<file path="src/rtl/fcap_pkg.sv">
package fcap_pkg;
  typedef enum logic [2:0] {
    M_OFF  = 3'd0,
    M_CAPT = 3'd1,
    M_RMIN = 3'd2,
    M_RMAX = 3'd3,
    M_LMIN = 3'd4,
    M_LMAX = 3'd5,
    M_LEXT = 3'd6,
    M_RSV  = 3'd7
  } fcap_mode_e;
endpackage

</file>
<file path="src/rtl/fcap_decide.sv">
module fcap_decide
  import fcap_pkg::*;
#(
  parameter int CNT_W = 16
) (
  input  logic [2:0]       mode,
  input  logic             fault_evt,
  input  logic             pre_we,
  input  logic [CNT_W-1:0] count,
  input  logic [CNT_W-1:0] cap_q,
  input  logic [CNT_W-1:0] top_val,
  input  logic [CNT_W-1:0] prev_q,
  input  logic             prev_ok,
  output logic             take,
  output logic             hit,
  output logic             take_local
);
  logic live;
  logic below_cap, above_cap, ge_prev, le_prev;
  logic min_armed, max_armed;

  // A preload in the same cycle discards the event
  assign live      = fault_evt & ~pre_we;
  assign below_cap = count < cap_q;
  assign above_cap = count > cap_q;
  assign ge_prev   = count >= prev_q;
  assign le_prev   = count <= prev_q;
  assign min_armed = cap_q != '0;
  assign max_armed = cap_q != top_val;

  always_comb begin
    take       = 1'b0;
    hit        = 1'b0;
    take_local = 1'b0;
    unique case (fcap_mode_e'(mode))
      M_CAPT: begin
        take = live;
        hit  = live;
      end
      M_RMIN: begin
        take = live & min_armed & below_cap;
        hit  = take;
      end
      M_RMAX: begin
        take = live & max_armed & above_cap;
        hit  = take;
      end
      M_LMIN: begin
        take       = live;
        take_local = live;
        hit        = live & prev_ok & ge_prev;
      end
      M_LMAX: begin
        take       = live;
        take_local = live;
        hit        = live & prev_ok & le_prev;
      end
      M_LEXT: begin
        take       = live;
        take_local = live;
        hit        = live & prev_ok & (ge_prev | le_prev);
      end
      default: begin
        take = 1'b0;
        hit  = 1'b0;
      end
    endcase
  end
endmodule

</file>
<file path="src/rtl/fcap_hist.sv">
module fcap_hist #(
  parameter int CNT_W = 16
) (
  input  logic             clk,
  input  logic             rst_n,
  input  logic [2:0]       mode,
  input  logic             take_local,
  input  logic [CNT_W-1:0] count,
  output logic [CNT_W-1:0] prev_q,
  output logic             prev_ok
);
  logic [2:0] mode_q;
  logic       have_q;
  logic       mode_moved;

  assign mode_moved = mode != mode_q;
  assign prev_ok    = have_q & ~mode_moved;

  always_ff @(posedge clk) begin
    if (!rst_n) begin
      mode_q <= '0;
      have_q <= 1'b0;
      prev_q <= '0;
    end else begin
      mode_q <= mode;
      if (take_local) begin
        prev_q <= count;
        have_q <= 1'b1;
      end else if (mode_moved) begin
        have_q <= 1'b0;
      end
    end
  end

  // history copy follows each taken local-mode event
  a_r9_history_follows: assert property (@(posedge clk) disable iff (!rst_n)
    take_local |=> (prev_q == $past(count)) && have_q);

  // a mode change with no event empties the history
  a_r9_mode_clears: assert property (@(posedge clk) disable iff (!rst_n)
    (mode_moved && !take_local) |=> !have_q);
endmodule

</file>
<file path="src/rtl/fault_capture_unit.sv">
module fault_capture_unit #(
  parameter int CNT_W = 16
) (
  input  logic             clk,
  input  logic             rst_n,
  input  logic [CNT_W-1:0] count,
  input  logic             fault_evt,
  input  logic [2:0]       mode,
  input  logic             pre_we,
  input  logic [CNT_W-1:0] pre_data,
  input  logic [CNT_W-1:0] top_val,
  output logic [CNT_W-1:0] cap_val,
  output logic             flag
);
  logic [CNT_W-1:0] cap_q;
  logic [CNT_W-1:0] prev_q;
  logic             prev_ok;
  logic             take, hit, take_local;
  logic             flag_q;

  fcap_decide #(.CNT_W(CNT_W)) u_decide (
    .mode       (mode),
    .fault_evt  (fault_evt),
    .pre_we     (pre_we),
    .count      (count),
    .cap_q      (cap_q),
    .top_val    (top_val),
    .prev_q     (prev_q),
    .prev_ok    (prev_ok),
    .take       (take),
    .hit        (hit),
    .take_local (take_local)
  );

  fcap_hist #(.CNT_W(CNT_W)) u_hist (
    .clk        (clk),
    .rst_n      (rst_n),
    .mode       (mode),
    .take_local (take_local),
    .count      (count),
    .prev_q     (prev_q),
    .prev_ok    (prev_ok)
  );

  always_ff @(posedge clk) begin
    if (!rst_n) begin
      cap_q  <= '0;
      flag_q <= 1'b0;
    end else begin
      if (pre_we)    cap_q <= pre_data;
      else if (take) cap_q <= count;
      flag_q <= hit;
    end
  end

  assign cap_val = cap_q;
  assign flag    = flag_q;

  // plain capture stores and flags
  a_r2_plain_store: assert property (@(posedge clk) disable iff (!rst_n)
    (fault_evt && !pre_we && mode == 3'd1) |=> (cap_val == $past(count)) && flag);

  // running minimum never rises without a preload
  a_r3_min_no_rise: assert property (@(posedge clk) disable iff (!rst_n)
    (mode == 3'd2 && !pre_we) |=> cap_val <= $past(cap_val));

  // running maximum never falls without a preload
  a_r4_max_no_fall: assert property (@(posedge clk) disable iff (!rst_n)
    (mode == 3'd3 && !pre_we) |=> cap_val >= $past(cap_val));

  // disabled running maximum holds
  a_r5_max_parked: assert property (@(posedge clk) disable iff (!rst_n)
    (mode == 3'd3 && !pre_we && cap_val == top_val) |=> $stable(cap_val) && !flag);

  // first local event after a mode change is silent
  a_r9_first_silent: assert property (@(posedge clk) disable iff (!rst_n)
    (mode != $past(mode) && mode >= 3'd4 && mode <= 3'd6) |=> !flag);

  // preload wins and silences the flag
  a_r10_preload_wins: assert property (@(posedge clk) disable iff (!rst_n)
    pre_we |=> (cap_val == $past(pre_data)) && !flag);

  // idle modes ignore events
  a_r11_idle_modes: assert property (@(posedge clk) disable iff (!rst_n)
    (mode == 3'd0 || mode == 3'd7) && !pre_we |=> $stable(cap_val) && !flag);

  // no event, no flag next cycle
  a_r12_flag_needs_event: assert property (@(posedge clk) disable iff (!rst_n)
    !fault_evt |=> !flag);
endmodule

</file>
<file path="config.mk">
export PLATFORM = sky130hd
export DESIGN_NAME = fault_capture_unit
export DESIGN_NICKNAME = d
export VERILOG_FILES = /design/src/rtl/fcap_pkg.sv /design/src/rtl/fcap_decide.sv /design/src/rtl/fcap_hist.sv /design/src/rtl/fault_capture_unit.sv
export SDC_FILE = /design/constraint.sdc
export NUM_CORES = 1
export LEC_CHECK = 0
export BUFFER_PORTS_ARGS = -buffer_cell sky130_fd_sc_hd__buf_2
export CORE_MARGIN = 2
export CORE_UTILIZATION = 37
export DETAILED_ROUTE_END_ITERATION = 16
export PLACE_DENSITY = 0.62
export SLEW_MARGIN = 10
export SYNTH_ARGS = -nofsm -noshare
export SYNTH_HDL_FRONTEND = slang
export SYNTH_SLANG_ARGS = --single-unit
</file>
<file path="constraint.sdc">
create_clock -name clk -period 7.5 [get_ports clk]
set_input_delay 1.5 -clock clk [delete_from_list [all_inputs] [get_ports clk]]
set_output_delay 1.5 -clock clk [all_outputs]
set_load 0.02 [all_outputs]
</file>
[Yosys cells after proc, flatten, opt, wreduce, memory -nomap -nowiden]
Index checks and enable logic that the tools add are counted.
Cells by class
  order comparisons: 4
  equality and inequality tests: 8
  multiplexer cells: 7
  bitwise logic cells: 13
  reduce and logical (&&, ||, !) cells: 5
Operator list (count)
  16-bit 2-to-1 mux: 2
  16-bit greater-or-equal comparator: 1
  16-bit greater-than comparator: 1
  16-bit less-or-equal comparator: 1
  16-bit < comparator: 1
  16-bit != test: 1
  16-bit nonzero test: 1
  1-bit AND: 10
  3-bit == test (second input constant): 3
  3-bit by 2-bit == test with 1-bit output (second input constant): 2
  1-bit one-hot mux with 6 select lines: 1
  2-bit nonzero test: 2
  4-bit OR reduction: 1
  3-bit by 1-bit == test with 1-bit output (second input constant): 1
  1-bit 2-to-1 mux: 3
  3-bit != test: 1
  1-bit one-hot mux with 3 select lines: 1
  3-bit OR reduction: 1
  1-bit inverter: 2
  1-bit bitwise OR: 1
Storage, ports and cells
  bits in registers: 37
  input bits: 55

[Longest topological paths before layout]
Gate-level depths: netlist (run 1).
  depth after elaboration: 7
  depth in mapped cells: 10
  gate-level depth less buffers: 9

[By module]
A second synthesis (run 1) with hierarchy kept.
Second synthesis, totals
  cell total of the unflattened synthesis: 292
  area, all modules: 2783.9 µm²
By module, submodules not included
  fcap_decide: times used 1, cells each 153, area each 1128.6 µm²
  fault_capture_unit: times used 1, cells each 73, area each 878.3 µm²
  fcap_hist: times used 1, cells each 66, area each 777.0 µm²

[Worst setup path before layout (run 1)]
No wires, ideal clock.
  path type: input to register
  start point: input port count[14]
  end point: register cap_q[5] (netlist: cap_val[5])
  library setup time: 0.088 ns
  arrival time: 3.286 ns
  path slack: 4.126 ns
  stages on the path: 9
  buffers on the path: 1
  cells stage by stage: ha_1 -> and4_4 -> and2_4 -> a22oi_1 -> nand3b_1 -> a211oi_4 -> buf_6 -> nor3_2 -> a311oi_2
On the way
  cells in the longest elaborated chain, start to end: 4
  elaborated cells on any way between the ends: 6
  classes of those cells: 2 x order compare; 1 x mux; 2 x bitwise; 1 x reduce/logical
Ends and longest elaborated chain
  start, declared: line fault_capture_unit.sv:6  | input logic [CNT_W-1:0] count,
  16-bit greater-than comparator or 16-bit < comparator (tied branches): line fcap_decide.sv:25, fcap_decide.sv:24
  1-bit AND (on tied branches): line fcap_decide.sv:45, fcap_decide.sv:41
  1-bit one-hot mux with 3 select lines (*): line fcap_decide.sv:35  | unique case (fcap_mode_e'(mode))
  2-bit nonzero test (no source line) (*)
  end signal, assigned: line fault_capture_unit.sv:50  | if (pre_we) cap_q <= pre_data;
  end signal, assigned: line fault_capture_unit.sv:51  | else if (take) cap_q <= count;
  end, declared: line fault_capture_unit.sv:15  | logic [CNT_W-1:0] cap_q;
Mark *: on every way between the ends. The rest lies on a longest branch, timed or not.
A chain may end at the register's enable or synchronous reset.

[Worst setup path after layout (run 1)]
  start point: input port pre_we
  end point: register cap_q[0] (netlist: cap_val[0])
On the way
  cells in the longest elaborated chain, start to end: 6
  elaborated cells on any way between the ends: 9
  classes of those cells: 2 x mux; 6 x bitwise; 1 x reduce/logical
Ends and longest elaborated chain
  start, declared: line fault_capture_unit.sv:9  | input logic pre_we,
  1-bit inverter: line fcap_decide.sv:23  | assign live = fault_evt & ~pre_we;
  1-bit AND: line fcap_decide.sv:23
  1-bit AND (on tied branches) (2 in series): line fcap_decide.sv:45, fcap_decide.sv:41
  1-bit one-hot mux with 3 select lines: line fcap_decide.sv:35
  2-bit nonzero test (no source line)
Several ways; a longest one is shown, not always the timed one.

==> summary.md, run 1 <==
| Metric | Value |
|---|---|
| Status | completed |
| Max-Cap Viols | 0 |
| Combinational power share | 28.1% |
| Overall Global Routing Usage | 16.7% |
| CTS clock-pin slew for the worst setup and hold paths | 0.07 ns |
| DP HPWL | 5.60 mm |
| Avg Cell Area, Syn | 8.92 um^2 |
| Cell Area, Placed | 3220 um^2 |
| CP Capture Type | register |
| Vias per cell | 5.13 |
| Post-synthesis cell type count | 43 |
| Synth warnings | 0 |
| Die outline width | 92.4 um |
| Hold Crit Class | register to register |
| Post-synth EDFFs | 0 |
| Sum Neg Setup Slack | 0 ns |
| Grt met3 use | 2.93% |
| CP arrival | 3.71 ns |
| Sw Pwr | 162 uW |
| Asr flop ratio synth | 0% |
| Num CTS Buffers | 5 |
| Die ar. | 8530 um^2 |
| Final WL | 7.02 mm |
| IO Count | 72 |
| Hold Slack | 0.452 ns |
| Fmax achieved | 280 MHz |
| Fin area | 3300 um^2 |
| Sequential Power Share | 44.5% |
| Drt wl/cell | 14.4 um |
| Synth Flop Type | dfxtp_1 |
| Largest net degree at the start of global routing | 38 |
| GRT busiest layer | met2 |
| Mapped Area | 2890 um^2 |
| Clock share of power | 27.5% |
| Crit Path Max Fanout | 33 |
| Residual DRC | 0 |
| Rel. slew slack | 50.8% |
| I/O Buffers | 71 |
| Sw frac | 32.7% |
| Met1 Usage GRT | 22.2% |
| Power per cell area | 150 nW/um^2 |
| Int Power | 333 uW |
| CTS tree | yes |
| Initial antenna violation count | 0 |
| Startpoint types | primary input |
| Area Growth Syn to Fin | 14.1% |
| Most frequent cells in the layout | 71 x buf_2, 40 x nand2_1, 37 x dfxtp_1, 32 x ha_1, 31 x inv_1 |
| Rows | 32 |
| Vias | 2501 |
| Clk_skew | 0.00771 ns |
| DR pass1 iterations | 4 |
| R2r worst-path depth | 10 |
| Clock Sinks | 37 |
| Worst EP required | 7.65 ns |
| Max IR drop VDD | 59.8 uV |
| Root cell of the clock tree | clkbuf_8 |
| Post-Synthesis Cells | 324 |
| Tmin final | 3.57 ns |
| RD Place Congestion | 0.797 |
| First-pass GRT wire length | 11.4 mm |
| Post-CTS Repair Setup Buffers | 0 |
| Most common cell after layout, fill and taps aside | buf_2 |
| Met2 Resource Use GR | 27.6% |
| LEAKAGE | 0.00130 uW |
| Layout cell share with drive strength beyond 1 | 30.8% |
| # nets final | 472 |
| GR Overflow Total | 0 |
| DRT iter0 DRCs | 111 |
| Final setup fails | 0 |
| Total power | 494 uW |
| Core area | 7650 um^2 |
| Max Slew Vio Count | 0 |
| Least-Margin Pin Slew | 0.736 ns |
| Buffer depth of the longest clock path | 2 |
| RSZ-0062 raised after global routing | no |
| Register bit total from synthesis | 37 |
| Die H | 92.4 um |
| Fin util | 43.1% |
| Vias in the first global route | 2364 |
| Ratio of final minimum period to clock period | 47.5% |
| Initial Util | 37.8% |
| Htree depth | 2 |
| Final Hold Vio Count | 0 |
| Sequential area share after synthesis | 25.6% |
| Number of nets with antenna violations after routing | 0 |
| Kind of critical path | primary input to register |
| Worst hold path stage count | 2 |
| Number of antenna cells inserted | 0 |
| Post-cts sizing count | 0 |
| Hold_buf cts | 0 |
| Clk_lat worst skew | 0.29 ns |
| Post-Syn Nets | 411 |
[critical path, stage by stage]
cell and delay, ns:
buf_2 0.25, inv_2 0.50, nand2_1 0.15, or3_1 0.36
nor3_2 0.29, a211oi_4 0.09, buf_4 0.28, mux2i_1 0.19
a21oi_1 0.08
[path summary, 6_finish.rpt]
path                                   startpoint           endpoint  slack, ns
worst max-delay path                       pre_we         cap_val[0]       3.93
worst min-delay path            u_hist.prev_q[15]  u_hist.prev_q[15]       0.45
worst max register to register        cap_val[14]         cap_val[0]       4.77
worst min register to register  u_hist.prev_q[15]  u_hist.prev_q[15]       0.45
[state kept, by name, indices dropped and copies added (netlist names)]
signal and cells:
cap_val 16, u_hist.have_q 1, flag 1, u_hist.prev_q 16, u_hist.mode_q 3
[power by group through the flow]
stage / sequential (uW) / clock [uW] / combinational [uW]
after floorplan: 231 / 0 / 90.7
after global placement: 224 / 0 / 136
after detailed placement: 225 / 0 / 140
after CTS: 220 / 141 / 140
after global routing: 222 / 147 / 156
final: 220 / 136 / 139
[synth_stat cells, types with 2 or more instances]
master	number	share of area (%)
nand2_1	40	5.2
dfxtp_1	37	26
ha_1	32	14
inv_1	31	4.0
o21ai_0	22	3.8
xnor2_1	19	5.8
a21oi_1	16	2.8
nor3_2	16	5.5
a311oi_2	15	7.8
nand4_1	13	2.8
a21boi_0	9	2.3
a21boi_1	8	2.1
clkbuf_1	6	0.78
nand3_1	6	1.0
nor2_1	6	0.78
clkbuf_8	5	2.4
nor4_2	5	2.2
a21o_1	4	1.0
buf_6	4	1.6
and2_1	3	0.65
and4_1	2	0.61
nand3b_1	2	0.52
nor2b_1	2	0.43
o211ai_1	2	0.52
[per-layer routing]
layer / share of wire (%) / up-vias
met2: 45 / 70
li1: - / 1279
met4: 1.2 / 0
met5: 0 / -
met1: 48 / 1146
met3: 5.5 / 6
[stage by stage]
stage	cells	worst slack [ns]
after global routing	488	3.77
after global placement	480	3.70
final	488	3.93
after floorplan	324	4.13
after detailed placement	480	3.62
after CTS	488	3.93
[layout make-up]
cell class / instances / area, um^2
Fill cell: 785 / 4350
Multi-Input combinational cell: 237 / 1870
Sequential cell: 37 / 741
Timing Repair Buffer: 72 / 363
Tap cell: 102 / 128
Inverter: 32 / 120
Clock buffer: 8 / 80.1
[cell families after synthesis]
logic type / after synthesis / synth area share (%)
fa+ha+maj: 32 / 13.9
mux: 1 / 0.346
simple gates: 104 / 22.5
xor+xnor: 19 / 5.76
compound gates: 81 / 22.2
flops: 37 / 25.6
buf+inv: 50 / 9.78
Note: power is estimated with default switching activity, not from simulation.
==> run 2, diff against run 1 <==
--- a/config.mk
+++ b/config.mk
@@ -5,11 +5,12 @@
 export SDC_FILE = /design/constraint.sdc
 export NUM_CORES = 1
 export LEC_CHECK = 0
+export ABC_AREA = 1
 export BUFFER_PORTS_ARGS = -buffer_cell sky130_fd_sc_hd__buf_2
 export CORE_MARGIN = 2
 export CORE_UTILIZATION = 37
 export DETAILED_ROUTE_END_ITERATION = 16
-export PLACE_DENSITY = 0.62
+export PLACE_DENSITY = 0.64
 export SLEW_MARGIN = 10
 export SYNTH_ARGS = -nofsm -noshare
 export SYNTH_HDL_FRONTEND = slang
==> constraint.sdc (replaced) <==
create_clock -name clk -period 2.9 [get_ports clk]
set_input_delay 0.58 -clock clk [delete_from_list [all_inputs] [get_ports clk]]
set_output_delay 0.58 -clock clk [all_outputs]
set_load 0.02 [all_outputs]
==> run 2 against run 1 <==
Global-route usage up 2.6 points. Final cell count up 27%. Die area fell by 0.99%. Total power grew to 3.0 times the previous value. Combinational power grew to 2.7 times the previous value. Critical endpoint is now cap_val[12].
==> summary.md, run 2 <==
| Metric | Value |
|---|---|
| Status | completed |
| Avg Cell Area, Syn | 6.34 um^2 (-29%) |
| Rows | 32 (unchanged) |
| Clk_skew | 0.00584 ns (-0.00187 ns) |
| Post-Syn Nets | 538 (+31%) |
| Sw frac | 30.8% (-1.9 points) |
| Post-Synthesis Cells | 451 (+39%) |
| Hold wc startpoint | u_hist.prev_q[14] |
| Startpoint types | register |
| CTS clock-pin slew for the worst setup and hold paths | 0.07 ns (about the same) |
| Post-synthesis cell type count | 31 (-28%) |
| Total power | 1480 uW (+200%) |
| Vias in the first global route | 2800 (+18%) |
| Post-cts sizing count | 0 (unchanged) |
| R2r worst-path depth | 10 (unchanged) |
| Least-Margin Pin Slew | 0.509 ns (-0.227 ns) |
| First-pass GRT wire length | 13.2 mm (+16%) |
| Hold_buf cts | 0 (unchanged) |
| Synth Flop Type | dfxtp_1 |
| Clock share of power | 36.4% (+8.9 points) |
| Largest net degree at the start of global routing | 29 (-24%) |
| Multi-input gate area | 1730 um^2 (-7.5%) |
| Tmin final | 2.19 ns |
| Register bit total from synthesis | 37 (unchanged) |
| Sum Neg Setup Slack | 0 ns (unchanged) |
| CP arrival | 2.38 ns (-1.33 ns) |
| Residual DRC | 0 (unchanged) |
| Power per cell area | 433 nW/um^2 (+190%) |
| Final Hold Vio Count | 0 (unchanged) |
| Initial Util | 37.6% (-0.20 points) |
| Int Power | 1020 uW (+210%) |
| Top-count cell post-synth | nand2_1 |
| Buffer depth of the longest clock path | 2 (unchanged) |
| Rel. slew slack | 66.1% (+15 points) |
| DP HPWL | 6.18 mm (+10%) |
| CTS tree | yes |
| Worst hold path stage count | 2 (unchanged) |
| Sequential Power Share | 37.9% (-6.6 points) |
| Worst EP required | 3.09 ns (-4.56 ns) |
| Synth warnings | 0 (unchanged) |
| Most instantiated cells after synthesis | 126 x nand2_1, 76 x inv_1, 43 x a21oi_1 |
| Register area | 741 um^2 (unchanged) |
| Vias per cell | 4.82 (-6.0%) |
| Htree depth | 2 (unchanged) |
| DRT iter0 DRCs | 192 (+73%) |
| I/O Buffers | 71 (unchanged) |
| Core area | 7610 um^2 (-0.52%) |
| Number of antenna cells inserted | 0 (unchanged) |
| GR Overflow Total | 0 (unchanged) |
| Post-synth EDFFs | 0 (unchanged) |
| Drt wl/cell | 12.6 um (-13%) |
| Crit Path Max Fanout | 19 (-42%) |
| RSZ-0062 raised after global routing | no |
| R2r endpoint | cap_val[12] |
| Top cells by area, synth | dfxtp_1 26%, nand2_1 17%, ha_1 14%, inv_1 10%, a21oi_1 7.5% |
| Kind of critical path | register to register |
| Num CTS Buffers | 5 (unchanged) |
| Sequential area share after synthesis | 25.9% (+0.27 points) |
| Leading area contributor after synthesis | dfxtp_1 |
| CP Capture Type | register |
| Max-Cap Viols | 0 (unchanged) |
| Fin util | 45.0% (+1.8 points) |
| Worst R2R Setup Slack | 0.71 ns (-4.06 ns) |
| Mapped Area | 2860 um^2 (-1.0%) |
| # nets final | 606 (+28%) |
| Number of nets with antenna violations after routing | 0 (unchanged) |
| Final WL | 7.83 mm (+12%) |
| Max Slew Vio Count | 0 (unchanged) |
| Root cell of the clock tree | clkbuf_8 |
| Final setup fails | 0 (unchanged) |
| Fmax achieved | 456 MHz |
| Leading registers by flop count | cap_val (16), u_hist.prev_q (16), u_hist.mode_q (3) |
| Combinational power share | 25.7% (-2.4 points) |
| Hold Crit Class | register to register |
| Dpl ws | 0.514 ns (-3.11 ns) |
| Worst hold endpoint | u_hist.prev_q[14] |
| Yosys top cell area share | 25.9% (+0.27 points) |
| Die ar. | 8450 um^2 (-0.99%) |
| Most frequent cells in the layout | 126 x nand2_1, 76 x inv_1, 71 x buf_2, 43 x a21oi_1, 37 x dfxtp_1 |
| Ratio of final minimum period to clock period | 75.6% |
| Worst r2r src | cap_val[11] |
| Vias | 2998 (+20%) |
| DR pass1 iterations | 4 (unchanged) |
| Overall Global Routing Usage | 19.3% (+2.6 points) |
| Die H | 91.9 um (-0.50%) |
| Area Growth Syn to Fin | 19.6% |
| IO Count | 72 (unchanged) |
| Max IR drop VDD | 206 uV (+240%) |
| Inst Count DP | 614 (+28%) |
| Finished Layout Cells | 622 (+27%) |
| Clock Sinks | 37 (unchanged) |
| Layout cell share with drive strength beyond 1 | 19.0% (-12 points) |
| Die outline width | 91.9 um (-0.50%) |
| Initial antenna violation count | 0 (unchanged) |
| Setup WS post-layout | 0.707 ns (-3.23 ns) |
| Asr flop ratio synth | 0% (unchanged) |
| Post-CTS Repair Setup Buffers | 0 (unchanged) |
| Sw Pwr | 456 uW (+180%) |
| Filler cells | 827 (+5.4%) |
| Most common cell after layout, fill and taps aside | nand2_1 |
| LEAKAGE | 0.00180 uW (+38%) |
| RD Place Congestion | 0.865 (+8.6%) |
| Clk_lat worst skew | 0.30 ns (about the same) |
[run 2: logic make-up after synthesis]
group,Yosys count,synth area share [%]
simple gates,199,30.2
compound gates,86,15.9
flops,37,25.9
fa+ha+maj,32,14.0
xor+xnor,1,0.306
buf+inv,96,13.7
[run 2: how the worst max path moves through the flow]
stage,endpoint,depth (start not counted),from,slack (ns)
global route,cap_val[12],10,cap_val[7],0.49
finish,cap_val[12],10,cap_val[11],0.71
CTS,cap_val[12],10,cap_val[11],0.71
floorplan,cap_val[10],11,count[13],0.94
detailed placement,cap_val[12],11,count[13],0.51
global placement,cap_val[12],10,count[11],0.57
[run 2: routing by layer]
layer / share of wire, % / GRT usage, %
met1: 47 / 26.2
met3: 4.7 / 2.88
met5: 0 / 0
met2: 47 / 31.5
met4: 1.6 / 5.97
[run 2: power by group through the flow]
stage | Sequential, uW | Clock (uW) | Combinational [uW]
after floorplan | 588 | 0 | 234
after global placement | 572 | 0 | 371
after detailed placement | 573 | 0 | 378
after CTS | 561 | 544 | 380
after global routing | 565 | 566 | 437
final | 561 | 540 | 380
[run 2: final cells by class]
cell class              instances  share of cell area [%]
multi-input cells             318                    50.5
flip-flops and latches         37                    21.7
repair buffers                 74                    11.0
inverters                      83                    9.18
well taps                     102                    3.73
clock buffers                   5                    2.01
clock inverters                 3                    1.90
[run 2: per-stage QoR]
step	hold slack [ns]	cell area, um^2
6_report	0.461	3420
5_1_grt	0.492	3420
4_1_cts	0.465	3420
3_5_place_dp	0.455	3290
3_3_place_gp	0.450	3290
2_1_floorplan	0.433	2860
[run 2: worst max-delay path: stages, from the launching register on]
cell and delay (ns):
dfxtp_1 0.40, inv_1 0.10, ha_1 0.33, nand2_1 0.07, nor2_1 0.16, nand3_1 0.10
o21a_2 0.21, nand3_1 0.12, nand4_4 0.27, o21ai_0 0.27, nor2_1 0.05
==> run 3, diff against run 2 <==
==> constraint.sdc (replaced) <==
create_clock -name clk -period 1.91 [get_ports clk]
set_input_delay 0.382 -clock clk [delete_from_list [all_inputs] [get_ports clk]]
set_output_delay 0.382 -clock clk [all_outputs]
set_load 0.02 [all_outputs]
==> run 3 against run 2 <==
The flow now finishes with violations (setup timing). Highest routed layer unchanged. Total power up 47%. Critical path depth up 2. Worst setup slack worse by 0.75 ns. Non-clock buffer count up 54. Maximum frequency up 13%. Sequential share of layout area down 2.9 points. Combinational power up 110%. Critical endpoint is now cap_val[8]. Final cell count up 8.7%. Utilization up 8.1 points. First-iteration DRC count down 38%.
==> summary.md, run 3 (synthesized netlist as in run 2, its figures left out) <==
| Metric | Value |
|---|---|
| Core area | 7610 um^2 (unchanged) |
| CTS tree | yes |
| RSZ-0062 raised after global routing | yes |
| I/O Buffers | 71 (unchanged) |
| Most common cell after layout, fill and taps aside | nand2_1 |
| Setup WS post-layout | -0.0390 ns (-0.746 ns) |
| Overall Global Routing Usage | 19.8% (+0.53 points) |
| Buffer depth of the longest clock path | 2 (unchanged) |
| # nets final | 660 (+8.9%) |
| Die ar. | 8450 um^2 (unchanged) |
| Crit Path Max Fanout | 7 (-12) |
| CP arrival | 2.16 ns (-0.22 ns) |
| Number of nets with antenna violations after routing | 0 (unchanged) |
| Rel. slew slack | 65.3% (-0.73 points) |
| Power per cell area | 538 nW/um^2 (+24%) |
| GR Overflow Total | 0 (unchanged) |
| Ratio of final minimum period to clock period | 102% (+26 points) |
| First-pass GRT wire length | 13.5 mm (+2.5%) |
| Final WL | 8.55 mm (+9.2%) |
| DP HPWL | 6.68 mm (+8.1%) |
| Residual DRC | 0 (unchanged) |
| Worst EP required | 2.12 ns (-0.97 ns) |
| Most frequent cells in the layout | 117 x nand2_1, 71 x buf_2, 68 x inv_1, 52 x buf_4, 41 x a21oi_1 |
| Clk_skew | 0.00618 ns (+0.000336 ns) |
| Rows | 32 (unchanged) |
| Root cell of the clock tree | clkbuf_8 |
| LEAKAGE | 0.00207 uW (+16%) |
| Least-Margin Pin Slew | 0.520 ns (+0.0110 ns) |
| Filler cells | 758 (-8.3%) |
| Layout cell share with drive strength beyond 1 | 35.0% (+16 points) |
| Dpl ws | -0.277 ns (-0.791 ns) |
| Failing checks | setup timing |
| Leading registers by flop count | cap_val (16), u_hist.prev_q (16), u_hist.mode_q (3) |
| Vias | 3210 (+7.1%) |
| Fmax achieved | 513 MHz (+13%) |
| Initial antenna violation count | 0 (unchanged) |
| DR pass1 iterations | 5 (+1) |
| Die outline width | 91.9 um (unchanged) |
| Initial Util | 37.6% (unchanged) |
| Final Hold Vio Count | 0 (unchanged) |
| CTS clock-pin slew for the worst setup and hold paths | 0.08 ns (about the same) |
| Max IR drop VDD | 304 uV (+47%) |
| Largest net degree at the start of global routing | 29 (unchanged) |
| Hold Crit Class | primary input to register |
| Tmin final | 1.95 ns (-0.244 ns) |
| Max-Cap Viols | 0 (unchanged) |
| Area Growth Syn to Fin | 41.2% |
| Final setup fails | 5 (+5) |
| Register area | 757 um^2 (+2.2%) |
| Number of antenna cells inserted | 0 (unchanged) |
| Sum Neg Setup Slack | -0.0654 ns (-0.0654 ns) |
| Clock Sinks | 37 (unchanged) |
| Htree depth | 2 (unchanged) |
| Num CTS Buffers | 5 (unchanged) |
| CP Capture Type | register |
| Vias in the first global route | 2979 (+6.4%) |
| Status | finished with violations |
| Max Slew Vio Count | 0 (unchanged) |
| RD Place Congestion | 0.857 (-0.89%) |
| Kind of critical path | register to register |
| Multi-input gate area | 1920 um^2 (+11%) |
| DRT iter0 DRCs | 120 (-38%) |
| IO Count | 72 (unchanged) |
| Die H | 91.9 um (unchanged) |
| Vias per cell | 4.75 (-1.5%) |
| Drt wl/cell | 12.7 um (+0.48%) |
| Startpoint types | register |
| Clk_lat worst skew | 0.29 ns (about the same) |
==> run 3: changes by cell type in the layout (fill, tap and decap cells not counted), sizes merged <==
cell / change
buf: +53
clkbuf: +2
clkinv: +1
bufinv: -2
==> run 3: worst max-delay path: stages (launching register included) <==
cell and delay (ns):
dfxtp_1 0.32, inv_1 0.12, ha_4 0.22, a21oi_1 0.17, nand2_1 0.08, nand2_1 0.08, nand2_2 0.07, a21oi_2 0.18
nor2_4 0.06, nor2_4 0.18, buf_12 0.14, nand4_1 0.10, a21oi_1 0.16
==> run 3: metrics by stage <==
stage          cells  power [uW]  hold WS (ns)  area, um^2  utilization (%)
3_5_place_dp     664        1540         0.451        3680             48.4
6_report         676        2170         0.326        4040             53.1
5_1_grt          676        2320         0.383        4040             53.1
3_3_place_gp     664        1530         0.444        3680             48.4
2_1_floorplan    451        1250         0.433        2870                -
4_1_cts          675        2090         0.323        3810             50.1
==> run 3: cell type report <==
| cell class | instances | area share, % |
|---|---|---|
| multi-input combinational | 318 | 47.6 |
| tap | 102 | 3.16 |
| sequential | 37 | 18.7 |
| inverter | 83 | 7.78 |
| clock buffer | 6 | 1.80 |
| clock inverter | 2 | 0.248 |
| timing repair buffer | 128 | 20.6 |
==> run 3: final timing paths <==
check	to	slack, ns	startpoint	depth (start not counted)
hold reg to reg	u_hist.prev_q[14]	0.46	u_hist.prev_q[14]	2
hold / removal	u_hist.mode_q[1]	0.33	mode[1]	3
setup reg to reg	cap_val[8]	-0.04	cap_val[3]	12
setup / recovery	cap_val[8]	-0.04	cap_val[3]	12
==> run 3: per-layer routing <==
metal,share of wire [%],vias to the layer above,GRT usage [%]
li1,-,1691,-
met1,44,1431,25.7
met2,49,80,34.2
met3,6.1,8,3.78
met4,0.95,0,4.23
met5,0,-,0
==> run 3: timing repair <==
action,in CTS,in global routing
endpoints found under the setup margin,16,17
cloned,0,1
resized for setup,2,48
hold buffers,0,0
pin swaps,0,14
buffers inserted,3,0
==> run 3: where the power goes <==
part / leakage [uW] / internal [uW] / switching [uW]
Combinational: 0.00172 / 351 / 433
Sequential: 0.000308 / 820 / 23.1
Clock: 0.0000450 / 253 / 293
